File: src/rtl/opg_pkg.sv
// Package: shared constants and helpers for the output guard.
// Assumes channels are grouped by index modulo OPG_GROUPS.
package opg_pkg;
    localparam int unsigned OPG_GROUPS = 4;

    // Group a channel belongs to; its stagger rank.
    function automatic int unsigned opg_group_of(input int unsigned ch);
        return ch % OPG_GROUPS;
    endfunction

    typedef enum logic {
        WD_RUN  = 1'b0,
        WD_TRIP = 1'b1
    } wd_state_t;

    typedef enum logic {
        TH_NORMAL = 1'b0,
        TH_BLANK  = 1'b1
    } th_state_t;
endpackage

File: src/rtl/opg_stagger.sv
// Stagger delay line: delays every channel enable by one register plus
// (group * STEP) further system-clock cycles. Both edges are delayed alike.
// Assumes STEP is small (a few ticks); storage is (3*STEP+1) x N flops.
module opg_stagger
    import opg_pkg::*;
#(
    parameter int unsigned N    = 16,
    parameter int unsigned STEP = 1
) (
    input  logic         clk,
    input  logic         rst_n,
    input  logic [N-1:0] en_in,
    output logic [N-1:0] en_out
);
    localparam int unsigned DEPTH = (OPG_GROUPS - 1) * STEP + 1;

    logic [N-1:0] line_q [DEPTH];

    // Shift the whole enable vector one stage per tick.
    always_ff @(posedge clk) begin
        if (!rst_n) begin
            for (int k = 0; k < DEPTH; k++) line_q[k] <= '0;
        end else begin
            line_q[0] <= en_in;
            for (int k = 1; k < DEPTH; k++) line_q[k] <= line_q[k-1];
        end
    end

    // Pick each channel's tap according to its group.
    for (genvar ch = 0; ch < N; ch++) begin : g_tap
        localparam int unsigned TAP = opg_group_of(ch) * STEP;
        assign en_out[ch] = line_q[TAP][ch];
    end

    // group 0 of channel 0 follows the input one cycle later.
    a_r3_group0_lag: assert property (@(posedge clk) disable iff (!rst_n)
        $past(rst_n) |-> en_out[0] == $past(en_in[0]));
endmodule

File: src/rtl/opg_clk_watch.sv
// Grey-scale clock watchdog: synchronises the clock, detects rising edges
// and counts system cycles since the last one. After TIMEOUT idle cycles it
// trips; it releases only when the clock is back AND a data strobe arrived
// after the trip, and then pulses restart. Assumes pwclk is much slower
// than clk (at least two clk cycles per level).
module opg_clk_watch
    import opg_pkg::*;
#(
    parameter int unsigned TIMEOUT = 25_000_000
) (
    input  logic clk,
    input  logic rst_n,
    input  logic pwclk,
    input  logic data_strobe,
    input  logic wd_disable,
    output logic tripped,
    output logic restart
);
    localparam int unsigned CW = (TIMEOUT > 1) ? $clog2(TIMEOUT) : 1;
    localparam logic [CW-1:0] LAST = CW'(TIMEOUT - 1);

    logic          pw_meta, pw_sync, pw_prev;
    logic          pw_rise;
    logic [CW-1:0] idle_cnt;
    wd_state_t     state_q;
    logic          clk_back_q, data_seen_q;
    logic          release_now;

    // Two-flop synchroniser plus history for edge detection.
    always_ff @(posedge clk) begin
        if (!rst_n) begin
            pw_meta <= 1'b0;
            pw_sync <= 1'b0;
            pw_prev <= 1'b0;
        end else begin
            pw_meta <= pwclk;
            pw_sync <= pw_meta;
            pw_prev <= pw_sync;
        end
    end

    assign pw_rise = pw_sync & ~pw_prev;

    // Idle counter: cleared on each edge, held at zero while off or tripped.
    always_ff @(posedge clk) begin
        if (!rst_n) begin
            idle_cnt <= '0;
        end else if (wd_disable || pw_rise || state_q == WD_TRIP) begin
            idle_cnt <= '0;
        end else if (idle_cnt != LAST) begin
            idle_cnt <= idle_cnt + 1'b1;
        end
    end

    assign release_now = (state_q == WD_TRIP)
                       && (clk_back_q || pw_rise)
                       && (data_seen_q || data_strobe);

    // Trip / release state.
    always_ff @(posedge clk) begin
        if (!rst_n) begin
            state_q <= WD_RUN;
        end else if (wd_disable) begin
            state_q <= WD_RUN;
        end else if (state_q == WD_RUN && idle_cnt == LAST && !pw_rise) begin
            state_q <= WD_TRIP;
        end else if (release_now) begin
            state_q <= WD_RUN;
        end
    end

    // Sticky release conditions, collected only while tripped.
    always_ff @(posedge clk) begin
        if (!rst_n || state_q != WD_TRIP || release_now) begin
            clk_back_q  <= 1'b0;
            data_seen_q <= 1'b0;
        end else begin
            if (pw_rise)     clk_back_q  <= 1'b1;
            if (data_strobe) data_seen_q <= 1'b1;
        end
    end

    // One-cycle restart request on release.
    always_ff @(posedge clk) begin
        if (!rst_n) restart <= 1'b0;
        else        restart <= release_now && !wd_disable;
    end

    assign tripped = (state_q == WD_TRIP);

    // a disabled watchdog is never tripped.
    a_r6_disabled_clear: assert property (@(posedge clk) disable iff (!rst_n)
        wd_disable |=> !tripped);
    // restart never lasts two cycles.
    a_r8_restart_single: assert property (@(posedge clk) disable iff (!rst_n)
        restart |=> !restart);
    // restart only accompanies the end of a trip.
    a_r8_restart_on_release: assert property (@(posedge clk) disable iff (!rst_n)
        restart |-> !tripped && $past(tripped));
    // the idle counter never passes its limit.
    a_r5_count_bound: assert property (@(posedge clk) disable iff (!rst_n)
        idle_cnt <= LAST);
endmodule

File: src/rtl/opg_thermal.sv
// Thermal guard: synchronises the two comparator indications, keeps the
// warning flag and, when enabled, a blanking state with hysteresis.
// Over-temperature wins if both indications are seen together.
module opg_thermal
    import opg_pkg::*;
(
    input  logic clk,
    input  logic rst_n,
    input  logic temp_over,
    input  logic temp_under,
    input  logic tsd_enable,
    output logic flag,
    output logic blank
);
    logic      over_m, over_s, under_m, under_s;
    th_state_t state_q;

    // Synchronise the asynchronous comparator outputs.
    always_ff @(posedge clk) begin
        if (!rst_n) begin
            over_m  <= 1'b0;
            over_s  <= 1'b0;
            under_m <= 1'b0;
            under_s <= 1'b0;
        end else begin
            over_m  <= temp_over;
            over_s  <= over_m;
            under_m <= temp_under;
            under_s <= under_m;
        end
    end

    // Warning flag: set hot, cleared cool, independent of shutdown enable.
    always_ff @(posedge clk) begin
        if (!rst_n)       flag <= 1'b0;
        else if (over_s)  flag <= 1'b1;
        else if (under_s) flag <= 1'b0;
    end

    // Shutdown state with hysteresis between the two thresholds.
    always_ff @(posedge clk) begin
        if (!rst_n)                      state_q <= TH_NORMAL;
        else if (!tsd_enable)            state_q <= TH_NORMAL;
        else if (over_s)                 state_q <= TH_BLANK;
        else if (under_s)                state_q <= TH_NORMAL;
    end

    assign blank = (state_q == TH_BLANK);

    // blanking requires shutdown to have been enabled.
    a_r10_needs_enable: assert property (@(posedge clk) disable iff (!rst_n)
        !tsd_enable |=> !blank);
    // a cool indication without a hot one clears the flag.
    a_r9_flag_clears: assert property (@(posedge clk) disable iff (!rst_n)
        (under_s && !over_s) |=> !flag);
    // hysteresis, the blank holds with neither indication.
    a_r10_hold: assert property (@(posedge clk) disable iff (!rst_n)
        (blank && tsd_enable && !over_s && !under_s) |=> blank);
endmodule

File: src/rtl/opg_out_guard.sv
// Output guard top: staggers the PWM enables in four groups and blanks all
// outputs immediately on grey-scale clock loss or thermal shutdown.
// Assumes clk is the stagger time base (25 MHz gives 40 ns per step).
module opg_out_guard
    import opg_pkg::*;
#(
    parameter int unsigned N_CH        = 16,
    parameter int unsigned STEP_TICKS  = 1,
    parameter int unsigned TIMEOUT_CYC = 25_000_000
) (
    input  logic            clk,
    input  logic            rst_n,
    input  logic [N_CH-1:0] pwm_en_i,
    input  logic            pwclk_i,
    input  logic            data_strobe_i,
    input  logic            wd_disable_i,
    input  logic            tsd_enable_i,
    input  logic            temp_over_i,
    input  logic            temp_under_i,
    output logic [N_CH-1:0] drive_o,
    output logic            thermal_flag_o,
    output logic            clk_loss_o,
    output logic            pwm_restart_o
);
    logic [N_CH-1:0] staggered;
    logic            th_blank;

    opg_stagger #(.N(N_CH), .STEP(STEP_TICKS)) u_stagger (
        .clk    (clk),
        .rst_n  (rst_n),
        .en_in  (pwm_en_i),
        .en_out (staggered)
    );

    opg_clk_watch #(.TIMEOUT(TIMEOUT_CYC)) u_watch (
        .clk         (clk),
        .rst_n       (rst_n),
        .pwclk       (pwclk_i),
        .data_strobe (data_strobe_i),
        .wd_disable  (wd_disable_i),
        .tripped     (clk_loss_o),
        .restart     (pwm_restart_o)
    );

    opg_thermal u_thermal (
        .clk        (clk),
        .rst_n      (rst_n),
        .temp_over  (temp_over_i),
        .temp_under (temp_under_i),
        .tsd_enable (tsd_enable_i),
        .flag       (thermal_flag_o),
        .blank      (th_blank)
    );

    // Final gating: either blank cuts every output at once.
    always_comb begin
        drive_o = (clk_loss_o || th_blank) ? '0 : staggered;
    end

    // clock loss leaves no output on.
    a_r5_loss_blanks: assert property (@(posedge clk) disable iff (!rst_n)
        clk_loss_o |-> drive_o == '0);
    // a thermal blank leaves no output on.
    a_r10_blank_outputs: assert property (@(posedge clk) disable iff (!rst_n)
        th_blank |-> drive_o == '0);
    // an output can only be on if its enable was on recently (channel 0).
    a_r2_no_spurious: assert property (@(posedge clk) disable iff (!rst_n)
        $past(rst_n) && drive_o[0] |-> $past(pwm_en_i[0]));
endmodule

File: config.mk
export PLATFORM = sky130hd
export DESIGN_NAME = opg_out_guard
export DESIGN_NICKNAME = d
export VERILOG_FILES = /design/src/rtl/opg_pkg.sv /design/src/rtl/opg_stagger.sv /design/src/rtl/opg_clk_watch.sv /design/src/rtl/opg_thermal.sv /design/src/rtl/opg_out_guard.sv
export SDC_FILE = /design/constraint.sdc
export NUM_CORES = 1
export LEC_CHECK = 0
export ABC_AREA = 1
export CAP_MARGIN = 20
export CORE_MARGIN = 5
export CORE_UTILIZATION = 40
export DETAILED_ROUTE_END_ITERATION = 16
export PLACE_DENSITY_LB_ADDON = 0.12
export SLEW_MARGIN = 20
export SYNTH_ARGS = -nofsm -noshare
export SYNTH_HDL_FRONTEND = slang
export SYNTH_SLANG_ARGS = --single-unit
File: constraint.sdc
create_clock -name clk -period 4.2 [get_ports clk]
set_input_delay 0.63 -clock clk [delete_from_list [all_inputs] [get_ports clk]]
set_output_delay 0.63 -clock clk [all_outputs]
set_load 0.02 [all_outputs]
==> flow_summary.ini, run 1 <==
[yosys]
yosysWarnings = 0
synth_cell_area_um2 = 3110
synth_edf_count = 0
seq_total_area_yosys = 0.503
synth_largest_type_area_fraction = 0.503
synth.lib_cells_used.distinct = 23
asyncSetResetFlopFracSynth = 0
synthesis.nets = 469
top_count_cell_post_synth = sky130_fd_sc_hd__nand2_1
netlist_top_cells_count = sky130_fd_sc_hd__nand2_1, sky130_fd_sc_hd__inv_1, sky130_fd_sc_hd__dfxtp_1
postSynthRegisterBits = 78
primary_ff_master_synth = sky130_fd_sc_hd__dfxtp_1
netlist_instances = 444
syn_area_per_cell_um2 = 6.99
yosys-top-cells-area = sky130_fd_sc_hd__dfxtp_1, sky130_fd_sc_hd__nand2_1, sky130_fd_sc_hd__inv_1
synth_top_cell_by_area = sky130_fd_sc_hd__dfxtp_1

[critical_path]
critical_path_arrival_ns = 1.94
worst_ep_required_time_ns = 3.57
endpoint_kind = output port
path_max_fanout = 16
timing.setup.critical_path_class = register to output port
worstSetupStartpointType = register

[floorplan]
die_height_um = 98.1
io_pins = 43
fp.dieArea_um2 = 9630
floorplan.rows = 32
die_x_um = 98.1
core_footprint_um2 = 7650
initial_core_util = 0.406

[clock_network]
postCtsSetupRepairBufs = 0
cts.repair.resized = 0
htree_num_levels = 3
cts_buffer_depth = 2
cts_tree = yes
clock_sinks = 78
tritoncts.num_buffers = 9
ctsHoldBuffers = 0
clock_tree.root_cell = sky130_fd_sc_hd__clkbuf_8
clk_latency_ns = 0.35
worst_setup_hold_path_clk_slew_ns = 0.08

[finish]
largestRegisters = u_stagger.line_q (40), u_watch.idle_cnt (25)
largest_reg_flops = 40
multi_input_combinational_cell_area_um2 = 1110
layout.nets = 513
seq_area_um2 = 1560
final_core_util = 0.494
antenna_cells_inserted = 0
area.growth.synth_to_final_pct = 21.6
regMostFlops = u_stagger.line_q
drive_above_1_share = 0.0488
number_of_inserted_filler_cells_in_the_final_layout = 794

[sta]
max-slew-margin-rel = 0.616
rsz0062_at_grt = no
finalSetupViolations = 0
hold_viol_final = 0
finalCritPeriodShare = 0.611
min_period_ns = 2.57
fin_worst_skew_ns = 0.00796
maxClockFrequency_ghz = 0.389
tightest_slew_ns = 0.573
final-max-slew-violation-count = 0
totalNegativeSetupSlack_ns = 0

[routing]
routed_wire_length_per_instance_um = 9.94
antenna_violating_nets_post_route = 0
wirelength_um = 5910
drc = 0
vias_per_cell = 4.30
vias = 2557
drt-pass1-iter-count = 4
first_iter_violations = 72

[global_routing]
globalRoute.busiestLayer = met2
globalRouteMet1Util = 0.154
first_pass_grt_wire_length_um = 10300
via_count_of_the_first_global_routing_pass = 2413
grt_util_met3 = 0.0457
track_usage = 0.132
grt_use_met2 = 0.223
grt.overflow.total = 0
grt_antenna_before_repair = 0
grt_start_max_net_pins = 52

[placement]
port_buffers = 42
place_congestion = 0.854
dp.final_hpwl_um = 4340

[outcome]
outcome = finished clean

[power_and_ir_drop]
power_density_nw_per_um2 = 354
irDropWorstVdd_mv = 0.270
leakage_nw = 1.74

[run]
drv_cap = 0

[hold_path]
worst_hold_path_type = register to register
-- cell usage in the layout, fill, tap and decap left out, types with 2 or more instances in the layout --
cell | synthesis | final
sky130_fd_sc_hd__inv_1 | 99 | 99
sky130_fd_sc_hd__nor3_1 | 3 | 3
sky130_fd_sc_hd__clkinv_4 | 0 | 2
sky130_fd_sc_hd__o21ai_0 | 3 | 3
sky130_fd_sc_hd__nand2_1 | 114 | 114
sky130_fd_sc_hd__xor2_1 | 3 | 3
sky130_fd_sc_hd__clkdlybuf4s50_1 | 0 | 41
sky130_fd_sc_hd__inv_2 | 2 | 2
sky130_fd_sc_hd__a21oi_1 | 20 | 20
sky130_fd_sc_hd__xnor2_1 | 5 | 5
sky130_fd_sc_hd__nor2_1 | 70 | 70
sky130_fd_sc_hd__dfxtp_1 | 78 | 78
sky130_fd_sc_hd__nand4_1 | 3 | 3
sky130_fd_sc_hd__clkinvlp_4 | 0 | 3
sky130_fd_sc_hd__clkbuf_8 | 0 | 9
sky130_fd_sc_hd__or2_2 | 2 | 2
sky130_fd_sc_hd__nand3_1 | 22 | 22
sky130_fd_sc_hd__o21ai_1 | 4 | 4
-- per-stage QoR --
step	hold WS, ns	total power, mW	worst slack [ns]	instances	area, um2
final	0.414	1.33	1.63	594	3770
after global routing	0.427	1.40	1.50	594	3770
after CTS	0.415	1.36	1.56	594	3770
after detailed placement	0.397	0.863	1.85	579	3600
after global placement	0.392	0.862	1.87	579	3600
after floorplan	0.390	0.826	2.21	444	3110
-- final timing paths --
check	start	endpoint	cells past startpoint	slack [ns]
max reg2reg	u_watch.idle_cnt[0]$_SDFFE_PP0P_	u_watch.idle_cnt[18]$_SDFFE_PP0P_	8	2.52
min	u_stagger.line_q[2][11]$_SDFF_PN0_	u_stagger.line_q[3][11]$_SDFF_PN0_	2	0.41
max	u_watch.tripped$_SDFFE_PP0P_	drive_o[3]	3	1.63
min reg2reg	u_stagger.line_q[2][11]$_SDFF_PN0_	u_stagger.line_q[3][11]$_SDFF_PN0_	2	0.41
-- cell type report --
cell class	instances	area share
well taps	102	0.0338
multi-input cells	255	0.294
inverters	101	0.100
clock buffers	9	0.0328
repair buffers	43	0.112
flip-flops and latches	78	0.414
clock inverters	6	0.0129
-- report_power, final --
part | total, mW | switching (mW) | internal (mW)
Clock | 0.491 | 0.276 | 0.215
Combinational | 0.0802 | 0.0391 | 0.0411
Sequential | 0.764 | 0.00521 | 0.759
-- routing by layer --
metal,wire (um),share of wire
met1,2690,0.46
met2,2830,0.48
met3,270,0.046
met4,114,0.019
met5,0,0
-- cells by family after synthesis --
kind of cell | count (synthesis) | share of synthesized area
xor gates and xnor gates | 8 | 0.0226
buffers and inverters | 111 | 0.139
adders and majority gates | 1 | 0.00403
DFF | 78 | 0.503
AOI/OAI and AO/OA | 28 | 0.0459
and+or+nand+nor | 218 | 0.285
-- critical path: stages, from the launching register on --
cell and delay, ns:
sky130_fd_sc_hd__dfxtp_1 0.37, sky130_fd_sc_hd__or2_2 0.44, sky130_fd_sc_hd__nor2_1 0.16, sky130_fd_sc_hd__clkdlybuf4s50_1 0.62
(Power assumes the default switching activity.)
==> run 2, diff against run 1 <==
Clock period 4.2 ns to 2.5 ns, I/O delays scaled along.
==> flow_summary.ini, run 2 (synthesized netlist as in run 1, its figures left out) <==
[outcome]
outcome = finished clean

[global_routing]
first_pass_grt_wire_length_um = 10200
track_usage = 0.128
via_count_of_the_first_global_routing_pass = 2366
grt_antenna_before_repair = 0
grt.overflow.total = 0
grt_start_max_net_pins = 51

[placement]
placed_cell_area_um2 = 3600
place.detailed.instances = 579
port_buffers = 42
place_congestion = 0.935
post-place-ws_ns = 0.556
dp.final_hpwl_um = 4290

[sta]
totalNegativeSetupSlack_ns = 0
finalSetupViolations = 0
fin_worst_skew_ns = 0.00933
timing.hold.ws_ns = 0.270
final-max-slew-violation-count = 0
rsz0062_at_grt = no
min_period_ns = 2.32
maxClockFrequency_ghz = 0.431
finalCritPeriodShare = 0.928
hold_viol_final = 0
tightest_slew_ns = 0.504
final.setup.worst_slack_ns = 0.180
max-slew-margin-rel = 0.663

[finish]
drive_above_1_share = 0.0487
largestRegisters = u_stagger.line_q (40), u_watch.idle_cnt (25)
regMostFlops = u_stagger.line_q
final_core_util = 0.495
largest_reg_flops = 40
layout.nets = 513
design_area_um2 = 3780
most_common_library_cell_in_the_layout_ignoring_fill_and_taps = sky130_fd_sc_hd__nand2_1
final_cells = 595
area.growth.synth_to_final_pct = 21.8
final_cell_mix = sky130_fd_sc_hd__nand2_1, sky130_fd_sc_hd__inv_1, sky130_fd_sc_hd__dfxtp_1
antenna_cells_inserted = 0

[critical_path]
cp.buffers_inverters = 1
worstSetupStartpointType = register
worst_path_max_delay_cell = sky130_fd_sc_hd__clkdlybuf4s50_1
cp.depth = 3
endpoint_kind = output port
cpPeakStageDelay_ns = 0.62
worstRegToRegCells = 8
cp_top_family = buffers and inverters
path_max_fanout = 16
path_cells = or2_2, nor2_1, clkdlybuf4s50_1
critical_path_arrival_ns = 1.95
timing.setup.critical_path_class = register to output port
worst_ep_required_time_ns = 2.12

[clock_network]
cts_buffer_depth = 2
postCtsSetupRepairBufs = 0
htree_num_levels = 3
worst_setup_hold_path_clk_slew_ns = 0.09
ctsHoldBuffers = 0
cts_tree = yes
tritoncts.num_buffers = 9
clock_sinks = 78
clk_latency_ns = 0.35
cts.repair.resized = 0
clock_tree.root_cell = sky130_fd_sc_hd__clkbuf_8

[routing]
first_iter_violations = 80
vias_per_cell = 4.32
antenna_violating_nets_post_route = 0
dr_wl_met2_um = 2590
wirelength_um = 5870
dr.max_layer_used = met4
vias = 2568
drc = 0
routed_wire_length_per_instance_um = 9.86
route.met3.wl_um = 265
drt-pass1-iter-count = 4
wirelength_met1_um = 2880

[power_and_ir_drop]
leakage_nw = 1.75
power_density_nw_per_um2 = 605
irDropWorstVdd_mv = 0.360
power.total_mw = 2.29

[run]
drv_cap = 0

[floorplan]
die_x_um = 98.1
die_height_um = 98.1
floorplan.rows = 32
io_pins = 43
core_footprint_um2 = 7650
fp.dieArea_um2 = 9630
initial_core_util = 0.406

[hold_path]
worst_hold_path_type = input pin to register
holdPathStages = 3
-- run 2: final timing paths --
| check | to | slack (ns) | start |
|---|---|---|---|
| min reg2reg | u_stagger.line_q[1][13]$_SDFF_PN0_ | 0.41 | u_stagger.line_q[0][13]$_SDFF_PN0_ |
| max reg2reg | u_watch.idle_cnt[22]$_SDFFE_PP0P_ | 0.84 | u_watch.idle_cnt[0]$_SDFFE_PP0P_ |
| min | u_thermal.flag$_SDFFE_PN0P_ | 0.27 | rst_n |
| max | drive_o[13] | 0.18 | u_watch.tripped$_SDFFE_PP0P_ |
-- run 2: worst min-delay path, cell delays in order --
cell	delay (ns)
sky130_fd_sc_hd__buf_2	0.11
sky130_fd_sc_hd__inv_2	0.06
sky130_fd_sc_hd__a21oi_1	0.04
-- run 2: power breakdown --
group,switching (mW),internal (mW),total [mW]
logic,0.0656,0.0690,0.135
clock network,0.494,0.378,0.872
registers,0.00875,1.27,1.28
total,0.568,1.72,2.29
-- run 2: layout make-up --
cell class | count | area (um2)
Multi-Input combinational cell | 255 | 1110
Inverter | 101 | 379
Clock inverter | 6 | 53.8
Fill cell | 775 | 3860
Sequential cell | 78 | 1560
Clock buffer | 10 | 128
Timing Repair Buffer | 43 | 423
Tap cell | 102 | 128
-- run 2: per-layer routing --
layer  up-vias  track usage
met5         -            0
met4         0       0.0628
met3        12       0.0307
met2        49        0.205
met1      1121        0.162
li1       1386            -
==> run 3, diff against run 2 <==
Settings changed: CORE_UTILIZATION 40 to 35, DONT_BUFFER_PORTS set to 1.
==> flow_summary.ini, run 3 (synthesized netlist as in run 1, its figures left out) <==
[power_and_ir_drop]
leakage_nw = 1.60
power_density_nw_per_um2 = 679
irDropWorstVdd_mv = 0.315

[clock_network]
cts.repair.resized = 0
tritoncts.num_buffers = 9
ctsHoldBuffers = 0
clock_sinks = 78
postCtsSetupRepairBufs = 0
worst_setup_hold_path_clk_slew_ns = 0.09
clk_latency_ns = 0.35
cts_buffer_depth = 2
clock_tree.root_cell = sky130_fd_sc_hd__clkbuf_8
htree_num_levels = 3
cts_tree = yes

[global_routing]
grt_util_met3 = 0.0329
grt.overflow.total = 0
grt_start_max_net_pins = 52
via_count_of_the_first_global_routing_pass = 2322
first_pass_grt_wire_length_um = 10400
globalRoute.busiestLayer = met2
grt_use_met2 = 0.182
grt_antenna_before_repair = 0
track_usage = 0.115
globalRouteMet1Util = 0.147

[critical_path]
cp.buffers_inverters = 0
worst_ep_required_time_ns = 2.12
worstRegToRegCells = 8
worst_path_max_delay_cell = sky130_fd_sc_hd__or2_2
worstSetupStartpointType = register
endpoint_kind = output port
cp.depth = 2
critical_path_arrival_ns = 1.63
cpPeakStageDelay_ns = 0.47
path_max_fanout = 16
path_cells = or2_2, nor2_1
cp_top_family = simple AND/OR/NAND/NOR gates
timing.setup.critical_path_class = register to output port

[routing]
drt-pass1-iter-count = 4
vias = 2383
first_iter_violations = 52
vias_per_cell = 4.26
antenna_violating_nets_post_route = 0
drc = 0
routed_wire_length_per_instance_um = 10.5
wirelength_um = 5860

[finish]
final_cell_mix = sky130_fd_sc_hd__nand2_1, sky130_fd_sc_hd__inv_1, sky130_fd_sc_hd__dfxtp_1
antenna_cells_inserted = 0
regMostFlops = u_stagger.line_q
drive_above_1_share = 0.0510
largestRegisters = u_stagger.line_q (40), u_watch.idle_cnt (25)
layout.nets = 471
largest_reg_flops = 40
area.growth.synth_to_final_pct = 9.23
most_common_library_cell_in_the_layout_ignoring_fill_and_taps = sky130_fd_sc_hd__nand2_1

[floorplan]
die_x_um = 104
die_height_um = 104
fp.dieArea_um2 = 10900
io_pins = 43
floorplan.rows = 34
initial_core_util = 0.358
core_footprint_um2 = 8680

[sta]
final-max-slew-violation-count = 0
fin_worst_skew_ns = 0.0131
hold_viol_final = 0
max-slew-margin-rel = 0.688
tightest_slew_ns = 0.467
totalNegativeSetupSlack_ns = 0
rsz0062_at_grt = no
finalCritPeriodShare = 0.800
maxClockFrequency_ghz = 0.500
min_period_ns = 2.00
timing.hold.ws_ns = 0.120
finalSetupViolations = 0

[hold_path]
holdPathStages = 2
worst_hold_path_type = input pin to register

[placement]
place_congestion = 0.905
dp.final_hpwl_um = 4230
port_buffers = 0

[outcome]
outcome = finished clean

[run]
drv_cap = 0
-- run 3: worst register-to-register path, delay by kind of cell (launching register included) --
kind / cells / cell delay, ns
and+or+nand+nor: 6 / 0.90
DFF: 1 / 0.36
adders and majority gates: 1 / 0.21
buffers and inverters: 1 / 0.08
-- run 3: worst paths after layout --
kind | startpoint | slack (ns) | to
worst min register to register | u_stagger.line_q[2][15]$_SDFF_PN0_ | 0.41 | u_stagger.line_q[3][15]$_SDFF_PN0_
worst max register to register | u_watch.idle_cnt[1]$_SDFFE_PP0P_ | 0.84 | u_watch.idle_cnt[18]$_SDFFE_PP0P_
worst max-delay path | u_watch.tripped$_SDFFE_PP0P_ | 0.50 | drive_o[7]
worst min-delay path | pwm_en_i[11] | 0.12 | u_stagger.line_q[0][11]$_SDFF_PN0_
-- run 3: stage by stage --
| step | instances | power [mW] | cell area [um2] | setup slack, ns | utilization |
|---|---|---|---|---|---|
| CTS | 559 | 2.34 | 3390 | 0.450 | 0.391 |
| global route | 559 | 2.41 | 3390 | 0.377 | 0.391 |
| global placement | 543 | 1.39 | 3190 | 0.878 | 0.368 |
| floorplan | 444 | 1.39 | 3110 | 0.769 | - |
| finish | 559 | 2.30 | 3390 | 0.499 | 0.391 |
| detailed placement | 543 | 1.39 | 3190 | 0.841 | 0.368 |
-- run 3: layout make-up --
| class | instances | area, um2 |
|---|---|---|
| clock buffers | 10 | 128 |
| clock inverters | 6 | 70.1 |
| fillers | 955 | 5290 |
| inverters | 101 | 379 |
| multi-input cells | 255 | 1110 |
| flip-flops and latches | 78 | 1560 |
| well taps | 108 | 135 |
| repair buffers | 1 | 7.51 |
-- run 3: layer usage --
metal	routed length, um	part of all wire
met5	0	0
met4	100	0.017
met3	250	0.043
met2	2670	0.45
met1	2850	0.49
-- run 3: where the power goes --
part | internal (mW) | total, mW | switching [mW]
sequential | 1.27 | 1.28 | 0.00991
clock | 0.470 | 0.946 | 0.476
combinational | 0.0239 | 0.0717 | 0.0479
